**config.mk**
```make
export PLATFORM = sky130hd
export DESIGN_NAME = gpio_bank_ctrl
export DESIGN_NICKNAME = d
export VERILOG_FILES = /design/src/rtl/gpio_bank_pkg.sv /design/src/rtl/gpio_pad_sync.sv /design/src/rtl/gpio_ctrl_regs.sv /design/src/rtl/gpio_readback.sv /design/src/rtl/gpio_bank_ctrl.sv
export SDC_FILE = /design/constraint.sdc
export NUM_CORES = 1
export LEC_CHECK = 0
export BUFFER_PORTS_ARGS = -buffer_cell sky130_fd_sc_hd__buf_2
export CORE_MARGIN = 10
export CORE_UTILIZATION = 30
export CTS_BUF_LIST = sky130_fd_sc_hd__clkbuf_16
export DETAILED_ROUTE_END_ITERATION = 7
export SKIP_LAST_GASP = 1
export SLEW_MARGIN = 20
export SYNTH_ARGS = -nofsm -noshare
export SYNTH_HDL_FRONTEND = slang
export SYNTH_SLANG_ARGS = --single-unit
```
**constraint.sdc**
```tcl
create_clock -name clk -period 1.1 [get_ports clk]
set_clock_uncertainty 0.05 [all_clocks]
set_input_delay 0.055 -clock clk [delete_from_list [all_inputs] [get_ports clk]]
set_output_delay 0.055 -clock clk [all_outputs]
set_load 0.005 [all_outputs]
```
**src/rtl/gpio_bank_pkg.sv**
```systemverilog
package gpio_bank_pkg;

    // Register selects, taken from byte-offset bits 3:2
    typedef enum logic [1:0] {
        SEL_LEVEL  = 2'd0,
        SEL_DIR    = 2'd1,
        SEL_STATUS = 2'd2,
        SEL_LPBK   = 2'd3
    } reg_sel_e;

    typedef struct packed {
        logic     wr_en;
        reg_sel_e sel;
    } bus_cmd_t;

    function automatic bus_cmd_t decode_cmd(input logic [1:0] word_idx, input logic wr);
        bus_cmd_t c;
        c.wr_en = wr;
        c.sel   = reg_sel_e'(word_idx);
        return c;
    endfunction

    function automatic logic sel_writable(input reg_sel_e s);
        return s != SEL_STATUS;
    endfunction

endpackage

```
**src/rtl/gpio_pad_sync.sv**
```systemverilog
module gpio_pad_sync #(
    parameter int unsigned WIDTH  = 32,
    parameter int unsigned STAGES = 2
) (
    input  logic             clk,
    input  logic             rst,
    input  logic [WIDTH-1:0] pad_async,
    output logic [WIDTH-1:0] pad_synced
);
    localparam int unsigned LAST = STAGES - 1;

    logic [WIDTH-1:0] stage_q [STAGES];

    generate
        for (genvar s = 0; s < STAGES; s++) begin : g_stage
            if (s == 0) begin : g_first
                always_ff @(posedge clk) begin
                    if (rst) stage_q[0] <= '0;
                    else     stage_q[0] <= pad_async;
                end
            end else begin : g_next
                always_ff @(posedge clk) begin
                    if (rst) stage_q[s] <= '0;
                    else     stage_q[s] <= stage_q[s-1];
                end

                stage_shift_chk: assert property (@(posedge clk) disable iff (rst)
                    !$past(rst) |-> stage_q[s] == $past(stage_q[s-1]));
            end
        end
    endgenerate

    assign pad_synced = stage_q[LAST];

endmodule

```
**src/rtl/gpio_ctrl_regs.sv**
```systemverilog
module gpio_ctrl_regs
    import gpio_bank_pkg::*;
#(
    parameter int unsigned WIDTH = 32
) (
    input  logic             clk,
    input  logic             rst,
    input  bus_cmd_t         cmd,
    input  logic [WIDTH-1:0] wdata,
    output logic [WIDTH-1:0] level_q,
    output logic [WIDTH-1:0] dir_q,
    output logic [WIDTH-1:0] lpbk_q
);
    logic do_write;
    assign do_write = cmd.wr_en && sel_writable(cmd.sel);

    always_ff @(posedge clk) begin
        if (rst) begin
            level_q <= '0;
            dir_q   <= '0;
            lpbk_q  <= '0;
        end else if (do_write) begin
            case (cmd.sel)
                SEL_LEVEL: level_q <= wdata;
                SEL_DIR:   dir_q   <= wdata;
                SEL_LPBK:  lpbk_q  <= wdata;
                default:   ;
            endcase
        end
    end


    level_write_kept_chk: assert property (@(posedge clk) disable iff (rst)
        (cmd.wr_en && cmd.sel == SEL_LEVEL) |=> level_q == $past(wdata));


    status_write_ignored_chk: assert property (@(posedge clk) disable iff (rst)
        (cmd.wr_en && cmd.sel == SEL_STATUS) |=>
            ($stable(level_q) && $stable(dir_q) && $stable(lpbk_q)));


    lpbk_write_kept_chk: assert property (@(posedge clk) disable iff (rst)
        (cmd.wr_en && cmd.sel == SEL_LPBK) |=> lpbk_q == $past(wdata));

endmodule

```
**src/rtl/gpio_readback.sv**
```systemverilog
module gpio_readback
    import gpio_bank_pkg::*;
#(
    parameter int unsigned WIDTH = 32
) (
    input  logic             clk,
    input  logic             rst,
    input  reg_sel_e         sel,
    input  logic [WIDTH-1:0] level_q,
    input  logic [WIDTH-1:0] dir_q,
    input  logic [WIDTH-1:0] lpbk_q,
    input  logic [WIDTH-1:0] pad_synced,
    output logic [WIDTH-1:0] rdata
);
    logic [WIDTH-1:0] in_buf_en;
    logic [WIDTH-1:0] status_view;
    logic [WIDTH-1:0] level_view;

    // The input buffer is live for input pins, and for output pins with loopback
    assign in_buf_en   = ~dir_q | lpbk_q;
    assign status_view = pad_synced & in_buf_en;
    assign level_view  = (dir_q & level_q) | (~dir_q & status_view);

    always_comb begin
        case (sel)
            SEL_LEVEL:  rdata = level_view;
            SEL_DIR:    rdata = dir_q;
            SEL_STATUS: rdata = status_view;
            SEL_LPBK:   rdata = lpbk_q;
            default:    rdata = '0;
        endcase
    end


    level_read_output_chk: assert property (@(posedge clk) disable iff (rst)
        sel == SEL_LEVEL |-> ((rdata ^ level_q) & dir_q) == '0);


    status_read_input_chk: assert property (@(posedge clk) disable iff (rst)
        sel == SEL_STATUS |-> ((rdata ^ pad_synced) & ~dir_q) == '0);


    status_masked_chk: assert property (@(posedge clk) disable iff (rst)
        sel == SEL_STATUS |-> (rdata & dir_q & ~lpbk_q) == '0);

endmodule

```
**src/rtl/gpio_bank_ctrl.sv**
```systemverilog
module gpio_bank_ctrl
    import gpio_bank_pkg::*;
#(
    parameter int unsigned NUM_PINS    = 32,
    parameter int unsigned SYNC_STAGES = 2
) (
    input  logic                clk,
    input  logic                rst,
    input  logic [3:2]          bus_addr,
    input  logic                bus_wr,
    input  logic [NUM_PINS-1:0] bus_wdata,
    output logic [NUM_PINS-1:0] bus_rdata,
    input  logic [NUM_PINS-1:0] pad_in,
    output logic [NUM_PINS-1:0] pad_out,
    output logic [NUM_PINS-1:0] pad_oe
);
    bus_cmd_t            cmd;
    logic [NUM_PINS-1:0] level_q;
    logic [NUM_PINS-1:0] dir_q;
    logic [NUM_PINS-1:0] lpbk_q;
    logic [NUM_PINS-1:0] pad_synced;

    assign cmd = decode_cmd(bus_addr, bus_wr);

    gpio_ctrl_regs #(.WIDTH(NUM_PINS)) regs_i (
        .clk     (clk),
        .rst     (rst),
        .cmd     (cmd),
        .wdata   (bus_wdata),
        .level_q (level_q),
        .dir_q   (dir_q),
        .lpbk_q  (lpbk_q)
    );

    gpio_pad_sync #(.WIDTH(NUM_PINS), .STAGES(SYNC_STAGES)) sync_i (
        .clk        (clk),
        .rst        (rst),
        .pad_async  (pad_in),
        .pad_synced (pad_synced)
    );

    gpio_readback #(.WIDTH(NUM_PINS)) rb_i (
        .clk        (clk),
        .rst        (rst),
        .sel        (cmd.sel),
        .level_q    (level_q),
        .dir_q      (dir_q),
        .lpbk_q     (lpbk_q),
        .pad_synced (pad_synced),
        .rdata      (bus_rdata)
    );

    assign pad_out = level_q;
    assign pad_oe  = dir_q;


    dir_drives_oe_chk: assert property (@(posedge clk) disable iff (rst)
        (bus_wr && bus_addr == 2'd1) |=> pad_oe == $past(bus_wdata));


    level_drives_pad_chk: assert property (@(posedge clk) disable iff (rst)
        (bus_wr && bus_addr == 2'd0) |=> pad_out == $past(bus_wdata));

endmodule

```
## Word level (Yosys, flattened, before mapping)

Memories as Yosys holds them, arrays and structs flattened.
Cells that the tools add are included.

| operators by class | value |
|---|---|
| $add $sub $neg | 0 |
| $mul | 0 |
| divide/modulo/power cells | 0 |
| $lt $le $gt $ge | 0 |
| eq/ne operators | 4 |
| shift-type cells | 0 |
| mux-type cells | 6 |
| bitwise logic cells | 8 |
| reductions and logical operators | 5 |

Operators with widths:

| operator | number |
|---|---|
| case mux 32 bit (4 select lines) | 1 |
| AND 32 bit | 3 |
| 2-to-1 mux 32 bit | 2 |
| bitwise OR 32 bit | 2 |
| NOT 32 bit | 1 |
| AND reduction 2 bit | 3 |
| == test 2 bit (second input constant) | 2 |
| 2-to-1 mux 1 bit | 3 |
| == test 2 x 1 -> 1 bit (second input constant) | 1 |
| logical NOT 2 bit | 1 |
| inequality test 2 bit (second input constant) | 1 |
| bitwise OR 1 bit | 2 |
| logical AND 1 bit | 1 |

| storage, ports and cells | value |
|---|---|
| register bits after elaboration | 96 |
| bits in latches | 0 |
| memory bits (writable) | 64 |
| memory bits (read-only) | 0 |
| input bits | 69 |
| memories kept | 1 |

Memories:

| memory | depth | bits a word | read ports | clocked after memory_dff | write ports | RTL line | RTL |
|---|---|---|---|---|---|---|---|
| sync_i.stage_q | 2 | 32 | 2 | 0 | 2 | gpio_pad_sync.sv:12 | `logic [WIDTH-1:0] stage_q [STAGES];` |

## Longest topological paths before layout

Gate-level depths: netlist (run 1).

| logic depth | value |
|---|---|
| depth in word-level cells | 6 |
| gate-level depth with buffers | 5 |
| depth with buffers taken out | 2 |

## Cells and area by module

Synthesis (run 1) repeated with hierarchy kept, for this count alone.

| unflattened totals | value |
|---|---|
| cells, all modules | 632 |
| area total of the unflattened synthesis | 7,263.2 sq um |

Modules (own cells, without submodules):

| module | instances | cells an instance | area each (sq um) |
|---|---|---|---|
| gpio_ctrl_regs | 1 | 350 | 3,863.7 |
| gpio_pad_sync | 1 | 135 | 1,918.1 |
| gpio_readback | 1 | 147 | 1,481.4 |

## Worst setup path after synthesis (run 1)

OpenSTA, ideal clock, no wires.

| timing | value |
|---|---|
| kind | input-to-reg |
| start | input bus_addr[2] (netlist bit) |
| end | register regs_i.lpbk_q[10] |
| data arrival time | 891 ps |
| data required time | 978 ps |
| path slack | 87 ps |
| stages | 5 |
| path buffers | 3 |
| cell sequence | buf_4 -> and3_2 -> buf_2 -> buf_4 -> mux2i_1 |

| between the ends | value |
|---|---|
| cells in the longest elaborated chain, start to end | 3 |

RTL lines:

| item | RTL line | RTL |
|---|---|---|
| from (decl) | gpio_bank_ctrl.sv:9 | `input logic [3:2] bus_addr,` |
| inequality test 2 bit | gpio_bank_pkg.sv:24 | `return s != SEL_STATUS;` |
| logical AND 1 bit | gpio_ctrl_regs.sv:15 | `assign do_write = cmd.wr_en && sel_writable(cmd.sel);` |
| AND reduction 2 bit (no source line) (*) | - |  |
| to (signal assigned) | gpio_ctrl_regs.sv:26 | `SEL_LPBK: lpbk_q <= wdata;` |
| to (decl) | gpio_ctrl_regs.sv:12 | `output logic [WIDTH-1:0] lpbk_q` |

Every way passes the cells marked *; elsewhere a longest branch is shown, timed or not.
A chain may end at the register's enable or synchronous reset.

## Final worst setup path (run 1)

| timing | value |
|---|---|
| start | register regs_i.dir_q[0] |
| end | output bus_rdata[0] |

| between the ends | value |
|---|---|
| cells in the longest elaborated chain, start to end | 6 |

RTL lines:

| item | RTL line | RTL |
|---|---|---|
| from (decl) | gpio_ctrl_regs.sv:11 | `output logic [WIDTH-1:0] dir_q,` |
| from (signal assigned) | gpio_ctrl_regs.sv:25 | `SEL_DIR: dir_q <= wdata;` |
| NOT 32 bit | gpio_readback.sv:20, gpio_readback.sv:22 |  |
| bitwise OR 32 bit | gpio_readback.sv:20 | `assign in_buf_en = ~dir_q \| lpbk_q;` |
| AND 32 bit | gpio_readback.sv:21 | `assign status_view = pad_synced & in_buf_en;` |
| AND 32 bit | gpio_readback.sv:22 | `assign level_view = (dir_q & level_q) \| (~dir_q & status_view);` |
| bitwise OR 32 bit | gpio_readback.sv:22 |  |
| case mux 32 bit (4 select lines) (*) | gpio_readback.sv:25 | `case (sel)` |
| to (decl) | gpio_bank_ctrl.sv:12 | `output logic [NUM_PINS-1:0] bus_rdata,` |

Marks and branches as above.

==> results of run 1 <==
==> routing by layer <==
layer  track usage  vias to the layer above  routed length [microns]
li1              -                     2753                        -
met1         0.149                     2592                     8220
met2         0.215                      106                     8880
met3        0.0447                        5                      998
met4        0.0280                        0                      102
met5             0                        -                        0
==> power by group <==
part | leakage, nW | internal (mW) | total (mW) | switching, mW
sequential | 1.34 | 6.04 | 6.17 | 0.128
combinational | 3.00 | 1.09 | 1.87 | 0.780
clock | 0.278 | 3.29 | 5.62 | 2.33
total | 4.62 | 10.4 | 13.6 | 3.24
==> stage by stage <==
step	power [mW]	cell area, sq um	hold slack (ns)	setup slack (ns)
floorplan	7.06	6630	0.133	0.0869
global placement	7.63	7920	0.214	-0.126
detailed placement	7.65	7920	0.218	-0.142
CTS	13.7	9770	0.0732	-0.255
global route	14.3	10300	0.0887	-0.304
finish	13.6	10300	0.0743	-0.248
==> area by class of cell <==
class / instances / area [sq um] / area share
Multi-Input combinational cell: 421 / 3360 / 0.327
Inverter: 32 / 120 / 0.0117
Clock buffer: 17 / 425 / 0.0414
Clock inverter: 14 / 129 / 0.0125
Timing Repair Buffer: 310 / 2610 / 0.253
Sequential cell: 160 / 3290 / 0.320
Antenna cell: 1 / 2.50 / 0.000243
Tap cell: 280 / 350 / 0.0341
==> worst register-to-register path: stages (launching register included) <==
cell and delay [ns]:
dfxtp_2 0.34, buf_6 0.11, buf_4 0.12, nand2b_1 0.06, mux2i_1 0.06
==> final timing paths <==
kind,start,to,cells past startpoint
max,regs_i.dir_q[0],bus_rdata[0],3
min,rst,sync_i.stage_q[1][27],3
max reg2reg,regs_i.dir_q[2],regs_i.dir_q[2],4
min reg2reg,sync_i.stage_q[0][4],sync_i.stage_q[1][4],1
==> placed cells by master, fill, tap and decap left out <==
cell type,instances
nand2b_1,128
buf_2,123
mux2i_1,96
dfxtp_1,96
buf_6,80
nor2b_1,64
dlygate4sd3_1,64
dfxtp_2,60
nor2_1,37
buf_4,33
inv_1,31
a2bb2oi_2,24
clkbuf_16,17
o21bai_1,16
o32ai_2,14
o22ai_1,13
nor2_2,10
buf_12,10
a2bb2oi_1,8
inv_2,5
o22ai_2,4
dfxtp_4,4
clkinvlp_4,3
bufinv_16,2
clkinv_2,2
diode_2,1
o21bai_4,1
o32ai_4,1
and3_2,1
and3b_2,1
nand3b_1,1
or3b_2,1
nand3_1,1
clkinv_4,1
inv_6,1
clkinv_1,1
==> timing repair <==
action	in CTS	in global routing
resized for setup	125	88
setup endpoints to repair	44	73
pin swaps	46	24
setup buffers	32	20
hold buffers	64	0
endpoints found under the hold margin	128	0
==> registers in the layout (all words and copies together) (netlist names) <==
name            flops
regs_i.lpbk_q      32
regs_i.level_q     32
regs_i.dir_q       32
sync_i.stage_q     64
==> logic make-up after synthesis <==
logic type / after synthesis / share of synthesized area
DFF: 160 / 0.483
muxes: 96 / 0.145
AOI/OAI and AO/OA: 81 / 0.0974
and+or+nand+nor: 244 / 0.214
buffers and inverters: 83 / 0.0604
==> run summary, run 1 <==
The flow ran to the end, but the final reports show violations. The checks that failed: negative setup slack. 165 I/O pins were placed. The ratio of final minimum period to clock period came out at 1.23.

The synthesized design spends more area on one cell type than any other, namely dfxtp_1. The number of nets handed over by synthesis was 733. The antenna violation net count after detailed routing is 0.

The sequential share of the synthesized area came out at 0.483. Setup repair after global routing could not meet its margin everywhere. The via density per instance came out at 4.42.

For this run, the total global-route usage over all layers was measured as 0.126. The synthesis warning total is 0. The worst hold path belongs to the class in -> reg. The areal power density over the cells came out at 1330 nW/um^2. Counting along the longest clock path gives a buffer depth of 2. The commonest cells after synthesis are dfxtp_1 (160), nand2b_1 (128), mux2i_1 (96), nor2b_1 (64), nor2_1 (47).

In the synthesized netlist the async set-or-reset flop fraction comes to 0. The core box area is 21800 sq um. The cell leakage power came out at 4.62 nW.

The signal on the critical path passes through inv_2 > o32ai_4 > buf_2. The largest individual stage delay along the critical path comes from the cell dfxtp_2. The post-synthesis instance total came out at 664.

The most common cell in the netlist is dfxtp_1. The floorplan has 54 rows. The cell sitting at the root of the clock tree is a clkbuf_16. The worst voltage drop across the vdd grid came out at 0.853 mV. The highest clock frequency the design can meet is 742 MHz. The number of optimization iterations in the first detailed-route pass is 4. The number of sinks handled by clock tree synthesis came out at 160. For the worst-skew pair, the clock arrives at the later sink with an insertion delay of 0.42 ns. The tightest slew margin relative to the limit is 0.660. For this block, the initial DRC count from the detailed router was 220. The max-slew violation total from the final report is 0.

The H-tree depth came out at 4. The number of nets in the final layout came out at 1011. The cell area that synthesis handed to floorplanning was 6630 sq um. The flop-to-flop setup slack came out at 0.25 ns. After clock tree synthesis, the clock-pin slew on the worst setup and hold paths is 0.06 ns. The count of buffer and inverter cells on the critical path came out at 2. In this run the vertical extent of the chip is 169 microns. The data required time of the critical path is 1.00 ns. The count of buffers from port buffering came out at 164. The area share of the largest cell type after synthesis is 0.483. The number of global-route vias before repair is 5719. The number of filler cells placed in the layout came out at 1996. The number of placed instances, taps included, is 1093. The most used flip-flop cell after synthesis is dfxtp_1. After synthesis, the cell types taking the most area are dfxtp_1 (48%), mux2i_1 (15%), nand2b_1 (12%). The count of placed standard cells in the final layout, fillers left out came out at 1235. The layout-stage area growth over the synthesis result came out at 55.2%.

The endpoint kind of the worst setup timing path is a primary output. The mean post-synth cell area is 9.98 sq um. The final number of setup-violating endpoints is 37.

After routing, the total negative slack on setup checks comes to -5.77 ns. The initial cell density of the core came out at 0.305. The number of library cell types mapped by synthesis is 21. STA classifies the critical path startpoint as a flop. The first global-routing pass estimated 29600 microns of wire. The total DRC errors in the routed layout came out at 0. The estimated wirelength of the detail-placed design came out at 11800 microns. The post-layout minimum cycle time is 1.35 ns.

The average wire per cell in the routed design came out at 14.7 microns. The critical path arrival came out at 1.24 ns. The number of vias in the routed layout is 5456. In this run, synthesis inferred 0 flip-flops with an integrated enable. The area of the die is 28400 sq um. In this run the horizontal extent of the chip is 169 microns. The maximum fanout along the worst path is 3.

The total wire length after detailed routing is 18200 microns. The fraction of the core area covered by cells at the end of the flow is 0.473. TritonCTS built the clock tree. The routability congestion estimate from global placement is 0.711. By startpoint and endpoint, the worst setup path is classified as reg -> out. The number of violations of the max-capacitance limit is 0. For this run, the slowest stage of the critical path takes 0.35 ns. The post-synthesis register bit count is 160. The cell family contributing the most delay on the critical path is flip-flops.

Buffers inserted during clock tree synthesis total 17. The initial antenna violation count came out at 1. At the pin with the least slew margin, the transition time is 0.510 ns. For this run the aggregate overflow at the end of global routing stands at 0.

The largest net degree at the start of global routing is 78. The count of endpoints failing hold in the final timing report was 0. The worst setup slack after layout is -0.248 ns. In the final layout, the share of cells above drive strength 1 is 0.417.
Power figures use the tool's default switching activity.
==> run 2: changes to the inputs <==
- CTS_BUF_LIST: sky130_fd_sc_hd__clkbuf_16 -> sky130_fd_sc_hd__clkbuf_4 sky130_fd_sc_hd__clkbuf_8
==> run 2 against run 1 <==
Against the previous run: the flow still finishes with violations (negative setup slack); worst setup slack worse by 0.045 ns; clock power is 23% lower; sequential share of layout area is 0.68 points higher; register-to-register slack worse by 0.02 ns; critical path type unchanged; utilization is 0.76 points lower; first-iteration DRC count is 17% lower; total power is 9.7% lower; via count is 0.90% lower.
==> run summary, run 2 (synthesized netlist as in run 1, its figures left out) <==
The worst setup slack after layout is -0.293 ns (-0.0448 ns). The switching power of the nets was 3.06 mW (-5.5%). The via density per instance came out at 4.40 (-0.50%).

The switching share of power is 0.248 (+0.0108). The die boundary height is 169 microns (unchanged). The number of vias in the routed layout was 5407 (-0.90%). The max-slew violation total from the final report is 0 (unchanged). The cell leakage power came out at 4.51 nW (-2.3%). The largest net degree at the start of global routing was 78 (unchanged). The cell type of the slowest stage on the worst timing path is dfxtp_2. The number of filler cells placed in the layout came out at 2012 (+0.80%).

The core box area came out at 21800 sq um (unchanged). The worst voltage drop across the vdd grid is 0.609 mV (-29%). The flip-flop count of the largest register after layout came out at 64 (unchanged). The count of endpoints failing hold in the final timing report is 0 (unchanged). The buffer depth of the longest clock path is 2 (unchanged).

The count of placed standard cells in the final layout, fillers left out is 1230 (-0.40%). The slew at the pin with the worst max-slew slack is 0.508 ns (-0.00189 ns). The area of the die is 28400 sq um (unchanged). The highest clock frequency the design can meet is 718 MHz (-3.2%). Clock tree synthesis selected as its root buffer the cell clkbuf_8.

The number of nets in the final layout came out at 1006 (-0.49%). The final reports fail on negative setup slack. The placed cell area came out at 7920 sq um (unchanged). Setup repair after global routing could not meet its margin everywhere. Walking the worst path, the cells encountered are inv_2 > o32ai_2 > buf_2.

The internal power contribution is 9.27 mW (-11%). The width of the die came to 169 microns (unchanged). The total DRC errors in the routed layout came out at 0 (unchanged). The H-tree depth came out at 4 (unchanged). The wire length of the first global-routing pass came to 30100 microns (+1.6%). The total wire length after detailed routing is 18500 microns (+1.7%). The kind of cell with the highest combined delay along the critical path is flip-flops. The number of cells in the design after placement came out at 1093 (unchanged). The antenna violation net count after detailed routing came to 0 (unchanged).

The routability congestion estimate from global placement came out at 0.711 (unchanged). The run finished, with violations left. The combinational fraction of design power is 0.151 (+0.014). The worst setup timing slack at the placement stage is -0.142 ns (unchanged). The worst-skew pair later-pin latency came out at 0.44 ns (+0.02 ns). The average wire per cell in the routed design is 15.0 microns (+2.1%). The share of power burned in the clock network is 0.350 (-0.062). The worst setup path is launched from a flop. The final number of setup-violating endpoints came out at 59 (+59%). The data required time of the critical path is 1.00 ns (about the same). The flop-to-flop setup slack is 0.23 ns (-0.02 ns).

The layout-stage area growth over the synthesis result is 52.7%. The number of sinks handled by clock tree synthesis was 160 (unchanged). The tightest slew margin relative to the limit came to 0.661 (+0.00126). Leaving out fill and tap cells, the most frequent cells in the layout are nand2b_1 (128), buf_2 (118), mux2i_1 (96), dfxtp_1 (96), buf_6 (84).

The post-layout minimum cycle time is 1.39 ns (+0.0448 ns). The initial antenna violation count came out at 1 (unchanged). The number of violations reported at the end of detailed-routing iteration 0 is 183 (-17%).

TritonCTS built the clock tree. The number of global-route vias before repair is 5762 (+0.75%). The class of the tightest hold or removal check is in -> reg. The total I/O pin count came out at 165 (unchanged). The maximum fanout along the worst path came out at 3 (unchanged).

The total congestion overflow is 0 (unchanged). The cell area after layout is 10100 sq um (-1.6%). The critical path is of the reg -> out type. The largest register by flop count is sync_i.stage_q. The fraction of final layout cells sized beyond drive strength 1 came out at 0.420 (+0.00325). The initial cell density of the core came out at 0.305 (unchanged). The total number of placement rows is 54 (unchanged). The all-layer global routing usage is 0.129 (+0.00282). The number of violations of the max-capacitance limit came to 0 (unchanged).

The ratio of final minimum period to clock period is 1.27 (+0.0408). The count of buffers from port buffering came out at 164 (unchanged). Leaving out fill and tap cells, the most frequent cell in the layout is nand2b_1. The critical path arrival is 1.29 ns (+0.05 ns). The count of buffer and inverter cells on the critical path was 2 (unchanged). The estimated wirelength of the detail-placed design is 11800 microns (unchanged). The CTS clock-pin slew for the worst setup and hold paths came out at 0.08 ns (+0.02 ns). The fraction of power consumed by sequential logic is 0.499 (+0.047).

The maximum single-stage delay on the critical path is 0.37 ns (+0.02 ns). The number of buffers inserted during clock tree synthesis came to 17 (unchanged). The final setup TNS came out at -7.32 ns (-1.55 ns). The areal power density over the cells is 1220 nW/um^2 (-8.2%). The worst setup path is captured at a primary output. The number of optimization iterations in the first detailed-route pass came out at 4 (unchanged).
## run 2: cell count changes in the layout (fill, tap and decap cells not counted), moves of 4 or more
cell,previous run,this run
buf_2,123,118
buf_4,33,29
buf_6,80,84
clkbuf_16,17,0
clkbuf_4,0,4
clkbuf_8,0,18
dfxtp_2,60,54
dfxtp_4,4,10
inv_1,31,26
## run 2: path summary, 6_finish.rpt
kind / start / endpoint / cells past startpoint
setup / recovery: regs_i.dir_q[6] / bus_rdata[6] / 3
hold / removal: rst / sync_i.stage_q[0][21] / 3
setup reg to reg: regs_i.dir_q[25] / regs_i.dir_q[25] / 4
hold reg to reg: sync_i.stage_q[0][4] / sync_i.stage_q[1][4] / 1
## run 2: routing by layer
layer	share of wire	wire length, microns	vias up	track usage
li1	-	-	2750	-
met1	0.44	8220	2542	0.150
met2	0.49	9070	109	0.219
met3	0.061	1120	6	0.0472
met4	0.0052	96	0	0.0337
met5	0	0	-	0
## run 2: cell type report
type / instances / area, sq um / share of cell area
Multi-Input combinational cell: 421 / 3350 / 0.331
Sequential cell: 160 / 3310 / 0.327
Timing Repair Buffer: 305 / 2590 / 0.256
Tap cell: 280 / 350 / 0.0346
Clock buffer: 22 / 278 / 0.0275
Inverter: 32 / 120 / 0.0119
Clock inverter: 9 / 110 / 0.0109
Antenna cell: 1 / 2.50 / 0.000247
## run 2: stage by stage
stage | power [mW] | hold slack, ns | util
finish | 12.3 | 0.0566 | 0.465
global route | 12.9 | 0.0350 | 0.465
CTS | 12.5 | 0.0111 | 0.449
detailed placement | 7.65 | 0.218 | 0.364
global placement | 7.63 | 0.214 | 0.364
floorplan | 7.06 | 0.133 | -
## run 2: tightest hold or removal path: stages
cell     delay (ns)
buf_4          0.15
buf_12         0.18
nor2b_1        0.12
## run 2: what timing repair did
item                       4_1_cts  5_1_grt
pin swaps                       34       30
setup endpoints to repair       88       80
hold buffers                    64        0
hold endpoints to repair       128        0
gates resized for setup        163       70
setup buffers                   29       25
## run 2: power by group through the flow
stage               registers [mW]  clock network [mW]  logic (mW)
global placement              6.27                   0        1.36
global route                  6.18                4.72        2.04
detailed placement            6.27                   0        1.38
finish                        6.15                4.31        1.86
floorplan                     6.26                   0       0.803
CTS                           6.15                4.53        1.77
==> run 3: changes to the inputs <==
- SYNTH_HIERARCHICAL: default -> 1
==> run 3 against run 2 <==
Against the previous run: the run still ends with negative setup slack left; utilization decreased by 0.41 points; sequential power is essentially flat; worst hold slack got worse by 0.025 ns; critical endpoint is now bus_rdata[28]; sequential cell count is the same; synthesized cell count fell by 4.8%; largest power group unchanged.
==> run summary, run 3 <==
The flow ran to the end, but the final reports show violations. The checks that failed: negative setup slack. The critical path arrival came out at 1.52 ns (+0.23 ns). The number of violations of the max-capacitance limit came to 0 (unchanged). The initial antenna violation count came out at 3 (+2). The total power is 12.4 mW (+0.97%). The area share of the largest cell type after synthesis is 0.441 (-0.0424). The combinational fraction of design power came out at 0.154 (+0.003). The biggest area contributor in the post-synthesis netlist is dfxtp_1. The core box area is 23600 sq um (+8.5%).

The slew at the pin with the worst max-slew slack was 0.572 ns (+0.0636 ns). The total DRC errors in the routed layout came out at 0 (unchanged). The share of power burned in the clock network came out at 0.353 (+0.003). The number of global-route vias before repair came out at 6185 (+7.3%). The number of violations reported at the end of detailed-routing iteration 0 came out at 210 (+15%). The ratio of final minimum period to clock period came to 1.48 (+0.211). Among all cell types in the netlist, the one instantiated most often is dfxtp_1. The via density per instance is 4.50 (+2.4%). The area of the die is 30800 sq um (+8.4%). The cell type of the slowest stage on the worst timing path is dfxtp_2. The post-synthesis instance total came to 632 (-4.8%). The worst-skew pair later-pin latency came out at 0.45 ns (about the same).

Sorting the synthesized cells by area gives the leading types as dfxtp_1 (44%), mux2i_1 (13%), nand2b_1 (11%). The max-slew violation total from the final report is 0 (unchanged). The worst setup path is launched from a flop. The largest net degree at the start of global routing is 41 (-47%). The number of nets in the final layout is 1026 (+2.0%).

The internal power contribution is 9.16 mW (-1.2%). The class of the tightest hold or removal check is in -> reg. The flip-flop count of the largest register after layout is 64 (unchanged). The total wire length after detailed routing is 21000 microns (+13%). The total number of placement rows came out at 56 (+3.7%). TritonCTS built the clock tree.

The layout-stage area growth over the synthesis result is 49.9%. The CTS clock-pin slew for the worst setup and hold paths is 0.10 ns (+0.02 ns). The count of buffers from port buffering is 164 (unchanged). The switching share of power came out at 0.264 (+0.0158).

The net count of the mapped netlist was 701 (-4.4%). In the layout the commonest cells are nand2b_1 (128), buf_2 (114), mux2i_1 (96). The wire length of the first global-routing pass is 33300 microns (+11%). The post-synthesis register bit count came out at 160 (unchanged). The number of sinks handled by clock tree synthesis came out at 160 (unchanged).

The worst setup slack after layout was -0.525 ns (-0.232 ns). The areal power density over the cells came out at 1140 nW/um^2 (-6.1%). The number of library cell types mapped by synthesis came out at 23 (+9.5%). The number of buffers inserted during clock tree synthesis was 17 (unchanged). The endpoint kind of the worst setup timing path is a primary output. By count the netlist is led by dfxtp_1 (160), nand2b_1 (128), mux2i_1 (96), nor2b_2 (60), and3b_1 (32). The maximum single-stage delay on the critical path came out at 0.34 ns (-0.03 ns).

The proportion of register bits with asynchronous set or reset after synthesis came out at 0 (unchanged). The fraction of final layout cells sized beyond drive strength 1 is 0.493 (+0.0723). The most instantiated flip-flop cell in the synthesis netlist is dfxtp_1. The kind of cell with the highest combined delay along the critical path is flip-flops. The initial cell density of the core came out at 0.308 (+0.00302).

The critical path goes through mux2_4 > a221o_1 > buf_2. The total congestion overflow is 0 (unchanged). The maximum fanout along the worst path came out at 2 (-1). The highest clock frequency the design can meet is 615 MHz (-14%).

The fraction of the core area covered by cells at the end of the flow is 0.461 (-0.00409). The total I/O pin count is 165 (unchanged). The post-layout minimum cycle time was 1.63 ns (+0.232 ns). The mean post-synth cell area was 11.5 sq um (+15%). The commonest non-fill, non-tap cell in the layout is nand2b_1. The synthesis warning total came out at 6 (+6). The estimated wirelength of the detail-placed design is 13600 microns (+15%). The width of the die is 176 microns (+4.1%). The cell leakage power came out at 5.11 nW (+13%). The buffer depth of the longest clock path came out at 2 (unchanged). The die boundary height came to 176 microns (+4.1%). The cell chosen for the clock root is clkbuf_8. The data required time of the critical path is 1.00 ns (about the same). The worst voltage drop across the vdd grid came to 0.599 mV (-1.6%). The number of flops mapped to enable cells by yosys is 0 (unchanged). The routability congestion estimate from global placement is 0.735 (+3.3%). The count of placed standard cells in the final layout, fillers left out came out at 1289 (+4.8%). The average wire per cell in the routed design is 16.3 microns (+8.1%). The critical path is of the reg -> out type. The all-layer global routing usage came out at 0.134 (+0.00532). The final worst hold slack is 0.0318 ns (-0.0249 ns). The number of cells in the design after placement is 1172 (+7.2%). The switching power of the nets came to 3.28 mW (+7.4%). The count of endpoints failing hold in the final timing report came out at 0 (unchanged). The number of vias in the routed layout is 5801 (+7.3%). The fraction of power consumed by sequential logic is 0.494 (-0.005). The number of optimization iterations in the first detailed-route pass was 5 (+1). The post-synthesis instance area was 7260 sq um (+9.6%).

The number of antenna repair diodes was 0 (-1). The sequential share of the synthesized area came out at 0.441 (-0.0424). The final number of setup-violating endpoints came out at 74 (+25%). The H-tree depth is 4 (unchanged).

The tightest slew margin relative to the limit came out at 0.619 (-0.0424). Setup repair after global routing could not meet its margin everywhere. The count of buffer and inverter cells on the critical path is 1 (-1).

The antenna violation net count after detailed routing came out at 0 (unchanged). The worst setup timing slack at the placement stage came to -0.263 ns (-0.121 ns). The largest register by flop count is sync_i/stage_q.
[run 3: power by group through the flow]
stage,clock [mW],sequential [mW],combinational (mW)
global route,4.80,6.17,2.07
detailed placement,0,6.25,1.57
CTS,4.56,6.14,1.91
finish,4.39,6.14,1.92
floorplan,0,6.27,0.873
global placement,0,6.25,1.56
[run 3: cell families (layout without fill, tap and decap cells)]
logic type / after synthesis / count (layout) / share of synthesized area
AOI/OAI and AO/OA: 64 / 64 / 0.0825
muxes: 127 / 127 / 0.196
DFF: 160 / 160 / 0.441
and+or+nand+nor: 230 / 230 / 0.230
buffers and inverters: 51 / 389 / 0.0498
[run 3: area by class of cell]
type	count	area, sq um
multi-input cells	421	3720
clock buffers	20	269
clock inverters	12	125
flip-flops and latches	160	3290
inverters	1	3.75
fillers	2210	12700
repair buffers	356	3070
well taps	319	399
[run 3: final timing paths]
check | start | endpoint | slack [ns] | cells past startpoint
worst max register to register | regs_i/dir_q[15] | regs_i/dir_q[15] | 0.25 | 4
worst min register to register | sync_i/stage_q[0][26] | sync_i/stage_q[1][26] | 0.39 | 1
worst max-delay path | regs_i/dir_q[28] | bus_rdata[28] | -0.53 | 3
worst min-delay path | rst | regs_i/lpbk_q[18] | 0.03 | 4
[run 3: timing repair]
item | in CTS | in global routing
pin swaps | 32 | 0
setup buffers | 3 | 14
setup endpoints to repair | 83 | 203
gates resized for setup | 149 | 22
hold buffers | 73 | 0
hold endpoints to repair | 130 | 0
[run 3: tightest hold or removal path, cell delays in order]
cell	delay [ns]
buf_6	0.09
buf_12	0.13
nand2b_1	0.15
mux2i_1	0.08
[run 3: metrics by stage]
step | setup TNS [ns] | instance area (sq um)
2_1_floorplan | 0 | 7260
3_3_place_gp | -13.56 | 9100
3_5_place_dp | -14.18 | 9100
4_1_cts | -38.75 | 10800
5_1_grt | -21.70 | 10900
6_report | -16.24 | 10900
[run 3: routing by layer]
layer	vias up	track usage	routed length (microns)
met4	2	0.0420	205
met3	21	0.0384	910
met1	2810	0.156	9340
met2	110	0.233	10500
met5	-	0	11
li1	2858	-	-
